`config.mk`:
```
export PLATFORM = sky130hd
export DESIGN_NAME = fm_freq_meter
export DESIGN_NICKNAME = d
export VERILOG_FILES = /design/src/rtl/fm_pkg.sv /design/src/rtl/fm_sync_edge.sv /design/src/rtl/fm_window.sv /design/src/rtl/fm_divider.sv /design/src/rtl/fm_freq_meter.sv
export SDC_FILE = /design/constraint.sdc
export NUM_CORES = 1
export LEC_CHECK = 0
export BUFFER_PORTS_ARGS = -buffer_cell sky130_fd_sc_hd__buf_2
export CAP_MARGIN = 10
export CORE_ASPECT_RATIO = 0.8
export CORE_MARGIN = 2
export CORE_UTILIZATION = 30
export CTS_BUF_LIST = sky130_fd_sc_hd__clkbuf_8
export CTS_CLUSTER_DIAMETER = 80
export DETAILED_ROUTE_END_ITERATION = 7
export PLACE_DENSITY_LB_ADDON = 0.05
export SLEW_MARGIN = 10
export SYNTH_ARGS = -nofsm -noshare
export SYNTH_HDL_FRONTEND = slang
export SYNTH_HIERARCHICAL = 1
export SYNTH_SLANG_ARGS = --single-unit
```
`constraint.sdc`:
```
create_clock -name clk -period 13.84 [get_ports clk]
set_input_delay 2.768 -clock clk [delete_from_list [all_inputs] [get_ports clk]]
set_output_delay 2.768 -clock clk [all_outputs]
set_load 0.01 [all_outputs]
```
`src/rtl/fm_pkg.sv`:
```
`timescale 1ns/1ps
// Package fm_pkg
// Shared types and width helpers for the period-to-frequency meter.
// Assumes: reference rates are even, so REF_HZ/2 is exact.
package fm_pkg;

    // Window tracker states
    typedef enum logic {
        WIN_IDLE = 1'b0,
        WIN_OPEN = 1'b1
    } win_state_e;

    // Quotient width: holds (ref_hz/2) * (2^scl_w - 1)
    function automatic int quot_width(input int ref_hz, input int scl_w);
        return $clog2(ref_hz / 2) + scl_w;
    endfunction

endpackage

```
`src/rtl/fm_sync_edge.sv`:
```
`timescale 1ns/1ps
// Module fm_sync_edge
// Brings an asynchronous level into the clock domain through a chain of
// flops, then emits a one-cycle pulse for every level change.
// Assumes: level changes are at least two clock cycles apart.
module fm_sync_edge #(
    parameter int STAGES = 2
) (
    input  logic clk,
    input  logic rst_n,
    input  logic async_i,
    output logic edge_o
);
    logic [STAGES-1:0] sync_q;
    logic              last_q;

    // Synchronizer chain plus a delayed copy for change detection
    always_ff @(posedge clk) begin
        if (!rst_n) begin
            sync_q <= '0;
            last_q <= 1'b0;
        end else begin
            sync_q <= {sync_q[STAGES-2:0], async_i};
            last_q <= sync_q[STAGES-1];
        end
    end

    assign edge_o = sync_q[STAGES-1] ^ last_q;

    // Two level changes never produce back-to-back pulses (input spacing)
    p_edge_spaced_r2: assert property (@(posedge clk) disable iff (!rst_n)
        edge_o |=> !edge_o);

endmodule

```
`src/rtl/fm_window.sv`:
```
`timescale 1ns/1ps
// Module fm_window
// Tracks the measurement window. An edge opens it. Reference cycles are
// counted until the scaler's worth of further edges has passed. The closing
// edge reports the count and reopens at once. Saturation reports a timeout
// and drops back to idle.
// Assumes: edge_i is a single-cycle pulse per input level change.
module fm_window
    import fm_pkg::*;
#(
    parameter int CNT_W = 20,
    parameter int SCL_W = 8
) (
    input  logic             clk,
    input  logic             rst_n,
    input  logic             edge_i,
    input  logic [SCL_W-1:0] scaler_i,
    output logic             done_o,
    output logic             tmo_o,
    output logic [CNT_W-1:0] count_o,
    output logic [SCL_W-1:0] scl_o
);
    localparam logic [CNT_W-1:0] CNT_MAX = '1;
    localparam logic [SCL_W-1:0] SCL_ONE = SCL_W'(1);

    win_state_e       state_q;
    logic [CNT_W-1:0] cnt_q;
    logic [SCL_W-1:0] left_q;
    logic [SCL_W-1:0] scl_q;
    logic [SCL_W-1:0] scl_eff;

    // Effective scaler: zero behaves as one
    always_comb scl_eff = (scaler_i == '0) ? SCL_ONE : scaler_i;

    // Window state, cycle counter and remaining-edge counter
    always_ff @(posedge clk) begin
        if (!rst_n) begin
            state_q <= WIN_IDLE;
            cnt_q   <= '0;
            left_q  <= '0;
            scl_q   <= '0;
            done_o  <= 1'b0;
            tmo_o   <= 1'b0;
            count_o <= '0;
            scl_o   <= '0;
        end else begin
            done_o <= 1'b0;
            tmo_o  <= 1'b0;
            case (state_q)
                WIN_IDLE: begin
                    if (edge_i) begin
                        state_q <= WIN_OPEN;
                        cnt_q   <= '0;
                        left_q  <= scl_eff;
                        scl_q   <= scl_eff;
                    end
                end
                WIN_OPEN: begin
                    if (cnt_q == CNT_MAX) begin
                        tmo_o   <= 1'b1;
                        state_q <= WIN_IDLE;
                    end else if (edge_i && left_q == SCL_ONE) begin
                        done_o  <= 1'b1;
                        count_o <= cnt_q + 1'b1;
                        scl_o   <= scl_q;
                        cnt_q   <= '0;
                        left_q  <= scl_eff;
                        scl_q   <= scl_eff;
                    end else begin
                        if (edge_i) left_q <= left_q - 1'b1;
                        cnt_q <= cnt_q + 1'b1;
                    end
                end
                default: state_q <= WIN_IDLE;
            endcase
        end
    end

    // A closed window never reports zero cycles
    p_count_nonzero_r2: assert property (@(posedge clk) disable iff (!rst_n)
        done_o |-> count_o != '0);
    // An open window always expects at least one more edge
    p_left_live_r5: assert property (@(posedge clk) disable iff (!rst_n)
        state_q == WIN_OPEN |-> left_q != '0);
    // A reported scaler is never zero
    p_scl_nonzero_r6: assert property (@(posedge clk) disable iff (!rst_n)
        done_o |-> scl_o != '0);
    // Result and timeout are exclusive
    p_done_tmo_r8: assert property (@(posedge clk) disable iff (!rst_n)
        !(done_o && tmo_o));

endmodule

```
`src/rtl/fm_divider.sv`:
```
`timescale 1ns/1ps
// Module fm_divider
// Bit-serial restoring divider, one quotient bit per cycle, NUM_W cycles
// per division. done_o pulses once when quot_o is final.
// Assumes: start_i only while idle and divisor_i nonzero at start.
module fm_divider #(
    parameter int NUM_W = 30,
    parameter int DEN_W = 20
) (
    input  logic             clk,
    input  logic             rst_n,
    input  logic             start_i,
    input  logic [NUM_W-1:0] dividend_i,
    input  logic [DEN_W-1:0] divisor_i,
    output logic             busy_o,
    output logic             done_o,
    output logic [NUM_W-1:0] quot_o
);
    localparam int IT_W = $clog2(NUM_W + 1);
    localparam logic [IT_W-1:0] IT_ONE = IT_W'(1);

    logic [NUM_W-1:0] q_r;
    logic [NUM_W-1:0] n_r;
    logic [DEN_W-1:0] d_r;
    logic [DEN_W-1:0] rem_r;
    logic [IT_W-1:0]  it_r;
    logic [DEN_W:0]   shifted;
    logic [DEN_W+1:0] diff;
    logic             neg;

    // Trial subtraction of the divisor from the shifted remainder
    always_comb begin
        shifted = {rem_r, q_r[NUM_W-1]};
        diff    = {1'b0, shifted} - {2'b00, d_r};
        neg     = diff[DEN_W+1];
    end

    // Operand load and one restoring step per cycle
    always_ff @(posedge clk) begin
        if (!rst_n) begin
            q_r    <= '0;
            n_r    <= '0;
            d_r    <= '0;
            rem_r  <= '0;
            it_r   <= '0;
            busy_o <= 1'b0;
            done_o <= 1'b0;
        end else begin
            done_o <= 1'b0;
            if (start_i && !busy_o) begin
                q_r    <= dividend_i;
                n_r    <= dividend_i;
                d_r    <= divisor_i;
                rem_r  <= '0;
                it_r   <= IT_W'(NUM_W);
                busy_o <= 1'b1;
            end else if (busy_o) begin
                if (neg) begin
                    rem_r <= shifted[DEN_W-1:0];
                    q_r   <= {q_r[NUM_W-2:0], 1'b0};
                end else begin
                    rem_r <= diff[DEN_W-1:0];
                    q_r   <= {q_r[NUM_W-2:0], 1'b1};
                end
                it_r <= it_r - 1'b1;
                if (it_r == IT_ONE) begin
                    busy_o <= 1'b0;
                    done_o <= 1'b1;
                end
            end
        end
    end

    assign quot_o = q_r;

    // Starts only arrive while idle
    p_start_idle_r9: assert property (@(posedge clk) disable iff (!rst_n)
        start_i |-> !busy_o);
    // Finished quotient and remainder reproduce the dividend exactly
    p_quot_exact_r3: assert property (@(posedge clk) disable iff (!rst_n)
        done_o |-> (64'(q_r) * 64'(d_r) + 64'(rem_r) == 64'(n_r)) && (rem_r < d_r));
    // Completion is a lone pulse
    p_done_pulse_r7: assert property (@(posedge clk) disable iff (!rst_n)
        done_o |=> !done_o);

endmodule

```
`src/rtl/fm_freq_meter.sv`:
```
`timescale 1ns/1ps
// Module fm_freq_meter (top)
// Period-to-frequency meter: synchronizer, window counter, one pending slot
// and a serial divider computing (REF_HZ/2 * scaler) / count.
// Assumes: clk is the reference clock; pulse_i half-cycles >= 2 clk cycles.
module fm_freq_meter
    import fm_pkg::*;
#(
    parameter int REF_HZ = 5_000_000,
    parameter int CNT_W  = 20,
    parameter int SCL_W  = 8,
    localparam int NUM_W = quot_width(REF_HZ, SCL_W)
) (
    input  logic             clk,
    input  logic             rst_n,
    input  logic             pulse_i,
    input  logic [SCL_W-1:0] scaler_i,
    output logic [CNT_W-1:0] count_o,
    output logic [NUM_W-1:0] freq_o,
    output logic             valid_o,
    output logic             ovf_o
);
    localparam int               HALF_HZ = REF_HZ / 2;
    localparam logic [CNT_W-1:0] CNT_MAX = '1;

    logic             edge_s;
    logic             win_done;
    logic             win_tmo;
    logic [CNT_W-1:0] win_cnt;
    logic [SCL_W-1:0] win_scl;
    logic             win_req;
    logic             div_start;
    logic             div_busy;
    logic             div_done;
    logic [NUM_W-1:0] div_quot;
    logic [NUM_W-1:0] div_num;
    logic [CNT_W-1:0] div_den;
    logic [CNT_W-1:0] sel_cnt;
    logic [SCL_W-1:0] sel_scl;
    logic             pend_v;
    logic [CNT_W-1:0] pend_cnt;
    logic [SCL_W-1:0] pend_scl;
    logic [CNT_W-1:0] fly_cnt;
    logic             drop_r;

    fm_sync_edge #(.STAGES(2)) sync_i (
        .clk    (clk),
        .rst_n  (rst_n),
        .async_i(pulse_i),
        .edge_o (edge_s)
    );

    fm_window #(.CNT_W(CNT_W), .SCL_W(SCL_W)) win_i (
        .clk     (clk),
        .rst_n   (rst_n),
        .edge_i  (edge_s),
        .scaler_i(scaler_i),
        .done_o  (win_done),
        .tmo_o   (win_tmo),
        .count_o (win_cnt),
        .scl_o   (win_scl)
    );

    // Launch selection: the pending slot first, then a fresh window; never zero counts
    always_comb begin
        win_req   = win_done && (win_cnt != '0);
        sel_cnt   = pend_v ? pend_cnt : win_cnt;
        sel_scl   = pend_v ? pend_scl : win_scl;
        div_start = !div_busy && !win_tmo && (pend_v || win_req);
        div_num   = NUM_W'(HALF_HZ) * NUM_W'(sel_scl);
        div_den   = sel_cnt;
    end

    fm_divider #(.NUM_W(NUM_W), .DEN_W(CNT_W)) div_i (
        .clk       (clk),
        .rst_n     (rst_n),
        .start_i   (div_start),
        .dividend_i(div_num),
        .divisor_i (div_den),
        .busy_o    (div_busy),
        .done_o    (div_done),
        .quot_o    (div_quot)
    );

    // Pending slot: holds the newest window that could not launch yet
    always_ff @(posedge clk) begin
        if (!rst_n) begin
            pend_v   <= 1'b0;
            pend_cnt <= '0;
            pend_scl <= '0;
        end else if (win_tmo) begin
            pend_v <= 1'b0;
        end else if (win_req && (div_busy || pend_v)) begin
            pend_v   <= 1'b1;
            pend_cnt <= win_cnt;
            pend_scl <= win_scl;
        end else if (div_start) begin
            pend_v <= 1'b0;
        end
    end

    // In-flight bookkeeping: count riding with the division, discard on timeout
    always_ff @(posedge clk) begin
        if (!rst_n) begin
            fly_cnt <= '0;
            drop_r  <= 1'b0;
        end else if (div_start) begin
            fly_cnt <= sel_cnt;
            drop_r  <= 1'b0;
        end else if (win_tmo && div_busy) begin
            drop_r <= 1'b1;
        end
    end

    // Result registers: updated only at a finished result or a timeout
    always_ff @(posedge clk) begin
        if (!rst_n) begin
            count_o <= '0;
            freq_o  <= '0;
            valid_o <= 1'b0;
            ovf_o   <= 1'b0;
        end else begin
            valid_o <= 1'b0;
            if (win_tmo) begin
                ovf_o   <= 1'b1;
                freq_o  <= '0;
                count_o <= CNT_MAX;
            end else if (div_done && !drop_r) begin
                freq_o  <= div_quot;
                count_o <= fly_cnt;
                valid_o <= 1'b1;
                ovf_o   <= 1'b0;
            end
        end
    end

    // Division is never launched on an empty window
    p_launch_nonzero_r2: assert property (@(posedge clk) disable iff (!rst_n)
        div_start |-> div_den != '0);
    // Strobe lasts one cycle
    p_valid_pulse_r7: assert property (@(posedge clk) disable iff (!rst_n)
        valid_o |=> !valid_o);
    // Frequency and count move only with a strobe or a timeout
    p_freq_hold_r7: assert property (@(posedge clk) disable iff (!rst_n)
        !$stable(freq_o) |-> valid_o || ovf_o);
    p_count_hold_r7: assert property (@(posedge clk) disable iff (!rst_n)
        !$stable(count_o) |-> valid_o || ovf_o);
    // Overflow shows a zero frequency and a saturated count
    p_no_overflow_r8: assert property (@(posedge clk) disable iff (!rst_n)
        ovf_o |-> freq_o == '0 && count_o == CNT_MAX);
    // A fresh overflow never coincides with a strobe
    p_ovf_no_valid_r8: assert property (@(posedge clk) disable iff (!rst_n)
        $rose(ovf_o) |-> !valid_o);

endmodule

```
* After elaboration in Yosys (flattened, before gate mapping)
Index checks and enable logic that the tools add are counted. W data, S select, Z words.
Word-level totals: register bits after elaboration 249, input bits 11, output and inout bits 52, logic and storage cells 111
Cells by class: add/subtract/negate cells 4, multiply operators 1, equality and inequality tests 7, mux-type cells 37, bitwise operators 6, reductions and logical operators 29
Operators by type and width (number):
- $mux W20 | 7
- $mux W8 | 8
- $mux W30 | 2
- $pmux W20 S2 | 1
- $pmux W8 S2 | 2
- $mul A17 B8 Y25 const A | 1
- $sub A21 B20 Y22 | 1
- $add A20 B1 Y20 const B | 1
- $eq A20 B20 Y1 const B | 1
- $reduce_bool A20 Y1 | 1
- $mux W1 | 14
- $mux W5 | 2
- $reduce_and A3 Y1 | 3
- $eq A8 B1 Y1 const B | 1
- $logic_and A1 B1 Y1 | 8
- $logic_not A8 Y1 | 1
- $sub A8 B1 Y8 const B | 1
- $reduce_and A2 Y1 | 3
- $reduce_bool A2 Y1 | 3
- $reduce_or A2 Y1 | 3
- $reduce_or A3 Y1 | 2
- $eq A5 B1 Y1 const B | 1
- $not A1 Y1 | 5
- $sub A5 B1 Y5 const B | 1
- 7 further kinds | 11

* Depth between registers and ports, before layout
depth in word-level cells 6, gate-level depth with buffers 21, gate-level depth less buffers 19

* Hierarchy
The synthesis kept the hierarchy.
Modules (own cells, without submodules):
- fm_freq_meter | instances 1, cells an instance 693, area an instance 6284.8 um^2, seq. area each 2042.0 um^2
- fm_divider | instances 1, cells an instance 531, area an instance 4553.1 um^2, seq. area each 1541.5 um^2
- fm_window | instances 1, cells an instance 369, area an instance 3196.8 um^2, seq. area each 1341.3 um^2
- fm_sync_edge | instances 1, cells an instance 7, area an instance 88.8 um^2, seq. area each 60.1 um^2

* Worst setup path after synthesis
OpenSTA, ideal clock, no wires.
path type register -> register, from reg pend_v, to reg div_i.q_r[29] (netlist: div_i/quot_o[29]), setup time 0.116 ns, arrival time 5.007 ns, data required time 13.724 ns, path slack 8.717 ns, cell stages (with the launch flop) 21, path buffers 2, clock period less this slack 5.123 ns, path through dfxtp_1 clkbuf_1 clkbuf_1 mux2_2 ha_1 inv_1 fa_1 fa_1 inv_1 fa_1 inv_1 ha_1 nand2_1 nand2_1 a31o_2 a211oi_2 o31ai_1 a311o_1 nand2_1 o211ai_1 o211a_1
On the way: elaborated cells between the ends (all ways) 7, those cells by class 1 x mul; 2 x mux; 4 x reduce/logical
RTL lines:
- from (decl) | RTL line fm_freq_meter.sv:40 | logic pend_v;
- from (signal assigned) | RTL line fm_freq_meter.sv:88 | pend_v <= 1'b0;
- from (signal assigned) | RTL line fm_freq_meter.sv:92 | pend_v <= 1'b0;
- from (signal assigned) | RTL line fm_freq_meter.sv:94 | pend_v <= 1'b1;
- $mux W8 | RTL line fm_freq_meter.sv:68 | sel_scl = pend_v ? pend_scl : win_scl;
- $mul A17 B8 Y25 | RTL line fm_freq_meter.sv:70 | div_num = NUM_W'(HALF_HZ) * NUM_W'(sel_scl);
- net div_num[29] | RTL line fm_freq_meter.sv:36 | logic [NUM_W-1:0] div_num;
- $mux W30 | RTL line fm_divider.sv:50 | if (start_i && !busy_o) begin
- to (signal assigned) | RTL line fm_divider.sv:51 | q_r <= dividend_i;
- to (signal assigned) | RTL line fm_divider.sv:60 | q_r <= {q_r[NUM_W-2:0], 1'b0};
- to (signal assigned) | RTL line fm_divider.sv:63 | q_r <= {q_r[NUM_W-2:0], 1'b1};
- to (decl) | RTL line fm_divider.sv:22 | logic [NUM_W-1:0] q_r;
The timed path passes the listed nets, and every way through them passes these cells. A chain may end at the register's enable or synchronous reset.

* Worst setup path after layout
Ends and elaborated chain as after synthesis.

==> results by group <==
Clocking
  • Reg clk slew, reported paths: 60 ps
  • CTS tree: done
  • CTS Root Cell: clkbuf_8
  • CTS Hold Bufs: 0
  • Resize count post-CTS: 0
  • Htree depth: 2
  • Bufs on Longest Clock Path: 3
  • Clk sinks: 249
  • Cts bufs inserted: 48
  • Worst skew pair latency: 620 ps
  • Setup bufs post-CTS: 0

Pwr
  • P_leak: 7.35 nW
  • VDD IR max: 0.0000523 V
  • PD cells: 95.9 nW/µm²

Global routing
  • Met3 usage: 0.0253
  • Gr ovfl total: 0
  • Initial antenna violation count: 0
  • First-pass GRT wire length: 62.9 mm
  • M1 GR Usage: 0.232
  • GRT busiest layer: met2
  • Met2 Resource Use GR: 0.249
  • Vias in the first global route: 11254
  • Largest net degree at the start of global routing: 73
  • GRT Total Usage: 0.162

Detailed routing
  • Aggregate routed wire length: 38.4 mm
  • DRC: 0
  • Final ANT Viol Nets: 0
  • Vias: 11186
  • 1st-iter DRT viols: 530
  • First-pass DRT Iterations: 5
  • WL per Instance: 16.8 µm
  • DR vias/cell: 4.89

Logic synthesis
  • Syn Inst Count: 1600
  • Seq/Total Area, Yosys: 0.353
  • Flops & latches, synth: 249
  • Leading area contributor after synthesis: dfxtp_1
  • Synth area leaders: dfxtp_1, ha_1, mux2i_1, nand2_1, nor2_1
  • Yosys warns: 6
  • Yosys cell types: 86
  • Main flop type after synthesis: dfxtp_1
  • Mapped Area: 14100 µm²
  • Post-synth EDFFs: 0
  • Top-area cell type share of the netlist area: 0.353
  • Synthesized area per cell: 8.83 µm²
  • Ys async rst share: 0

Floorplanning
  • Initial Util: 0.302
  • Io pins: 63
  • Die Y: 198 µm
  • Core box area: 46700 µm²
  • Die X: 247 µm
  • DIE AREA: 48800 µm²
  • Number of core rows: 71

Final layout
  • Fill cells: 4984
  • Commonest non-fill, non-tap cells in the layout: dfxtp_1, nand2_1, nor2_1, mux2i_1, ha_1
  • Most common library cell in the layout ignoring fill and taps: dfxtp_1
  • Area grow syn2layout: 12.3%
  • Layout cells sized above 1: 0.136
  • Net count reported at finish: 1757
  • Fin cells: 2288

Setup path
  • CP Capture Type: flip-flop
  • CP cell instances: buf_4 -> mux2_2 -> ha_1 -> inv_1 -> fa_1 -> fa_1 -> inv_1 -> fa_1 -> inv_1 -> ha_1 -> nand2_1 -> nand2_1 -> a31o_2 -> a211oi_2 -> o31ai_1 -> a311o_1 -> nand2_1 -> o211ai_1 -> o211a_1
  • WP buf/inv: 4
  • CP max FO: 33
  • Slowest stage cell on the critical path: fa_1
  • Crit Path Class: flip-flop to flip-flop
  • WP data required: 14350 ps
  • CP delay by family, top: adder cells
  • Slowest cell delay on critical path: 530 ps
  • WP data arrival: 5920 ps
  • Worst Setup Start Kind: flip-flop

STA
  • Final hold viol count: 0
  • Final setup TNS: 0 ps
  • Post-route clock skew: 24.2 ps
  • Maximum clock frequency: 185 MHz
  • Least-Margin Pin Slew: 1100 ps
  • Max-slew violation count: 0
  • Crit path time final: 5410 ps
  • RSZ-0062 raised after global routing: no
  • Final Setup Violations: 0
  • Slew headroom: 0.264
  • Crit share post-route: 0.391
  • Hold Slack: 431 ps

Placement
  • Final HPWL DP: 26.9 mm
  • PortBufs: 62
  • Final Wtd Congestion: 0.805
  • Placed insts: 2201

Worst hold path
  • Worst min path class: flip-flop to flip-flop

Outcome
  • Status: finished, final reports clean

Job
  • Max cap viols: 0
synthesized netlist by cell type (all sizes together), types with 3 or more instances:
master    n
dfxtp   249
nand2   199
nor2    134
a21oi   104
mux2i   100
ha       97
o21ai    72
inv      71
clkbuf   64
nor2b    57
buf      34
mux2     30
o211a    30
o21a     30
a31oi    29
xnor2    28
a211oi   25
xor2     25
nand3    24
a21boi   20
a21o     20
fa       18
nor4     16
nor3     12
and3     11
nand4    11
o31ai    10
nand2b    9
or3       7
and4      5
a41oi     4
and2      4
nand3b    4
o31a      4
a311o     3
nor3b     3
o211ai    3
o21bai    3
o22ai     3
o311ai    3
or4       3
sequential cells by signal, summed over array words and instances (netlist names), 20 cells and up:
signal	cells
count_o	20
div_i/d_r	20
win_i/count_o	20
fly_cnt	20
freq_o	30
pend_cnt	20
div_i/quot_o	30
div_i/rem_r	20
win_i/cnt_q	20
routing by layer:
layer,wire length (µm),vias to the layer above
li1,-,5677
met1,19900,5311
met2,16400,141
met3,1310,57
met4,809,0
met5,0,-
worst paths after layout:
| kind | start | endpoint | slack (ps) | cells after the start |
|---|---|---|---|---|
| worst max-delay path | pend_v | div_i/quot_o[29] | 8430 | 19 |
| worst min-delay path | sync_i/sync_q[0] | sync_i/sync_q[1] | 430 | 1 |
| worst max register to register | pend_v | div_i/quot_o[29] | 8430 | 19 |
| worst min register to register | sync_i/sync_q[0] | sync_i/sync_q[1] | 430 | 1 |
metrics by stage:
stage | power [mW] | worst slack (ps) | area [µm²] | utilization
2_1_floorplan | 0.778 | 8720 | 14100 | -
3_3_place_gp | 0.794 | 8470 | 14900 | 0.318
3_5_place_dp | 0.794 | 8460 | 14900 | 0.318
4_1_cts | 1.56 | 8420 | 15900 | 0.339
5_1_grt | 1.60 | 8030 | 15900 | 0.339
6_report | 1.52 | 8430 | 15900 | 0.340
layout make-up:
class                           count  area (µm²)  share of cell area
Antenna cell                        1        2.50            0.000158
Clock buffer                       63         867              0.0547
Clock inverter                     23         111             0.00702
Inverter                           72         270              0.0170
Multi-Input combinational cell   1185        8440               0.532
Sequential cell                   249        4980               0.314
Tap cell                          620         776              0.0489
Timing Repair Buffer               75         410              0.0259
kinds of logic after synthesis:
logic type,after synthesis,share of synthesized area
buffers and inverters,170,0.0516
and+or+nand+nor,503,0.166
adders and majority gates,115,0.111
other,1,0.000266
AOI/OAI and AO/OA,379,0.190
DFF,249,0.353
muxes,130,0.0948
xor gates and xnor gates,53,0.0329
power breakdown:
part	internal, mW	switching (mW)	total (mW)
Clock	0.407	0.336	0.744
Sequential	0.722	0.00408	0.726
Combinational	0.0164	0.0355	0.0518
Note: power is estimated with default switching activity, not from simulation.
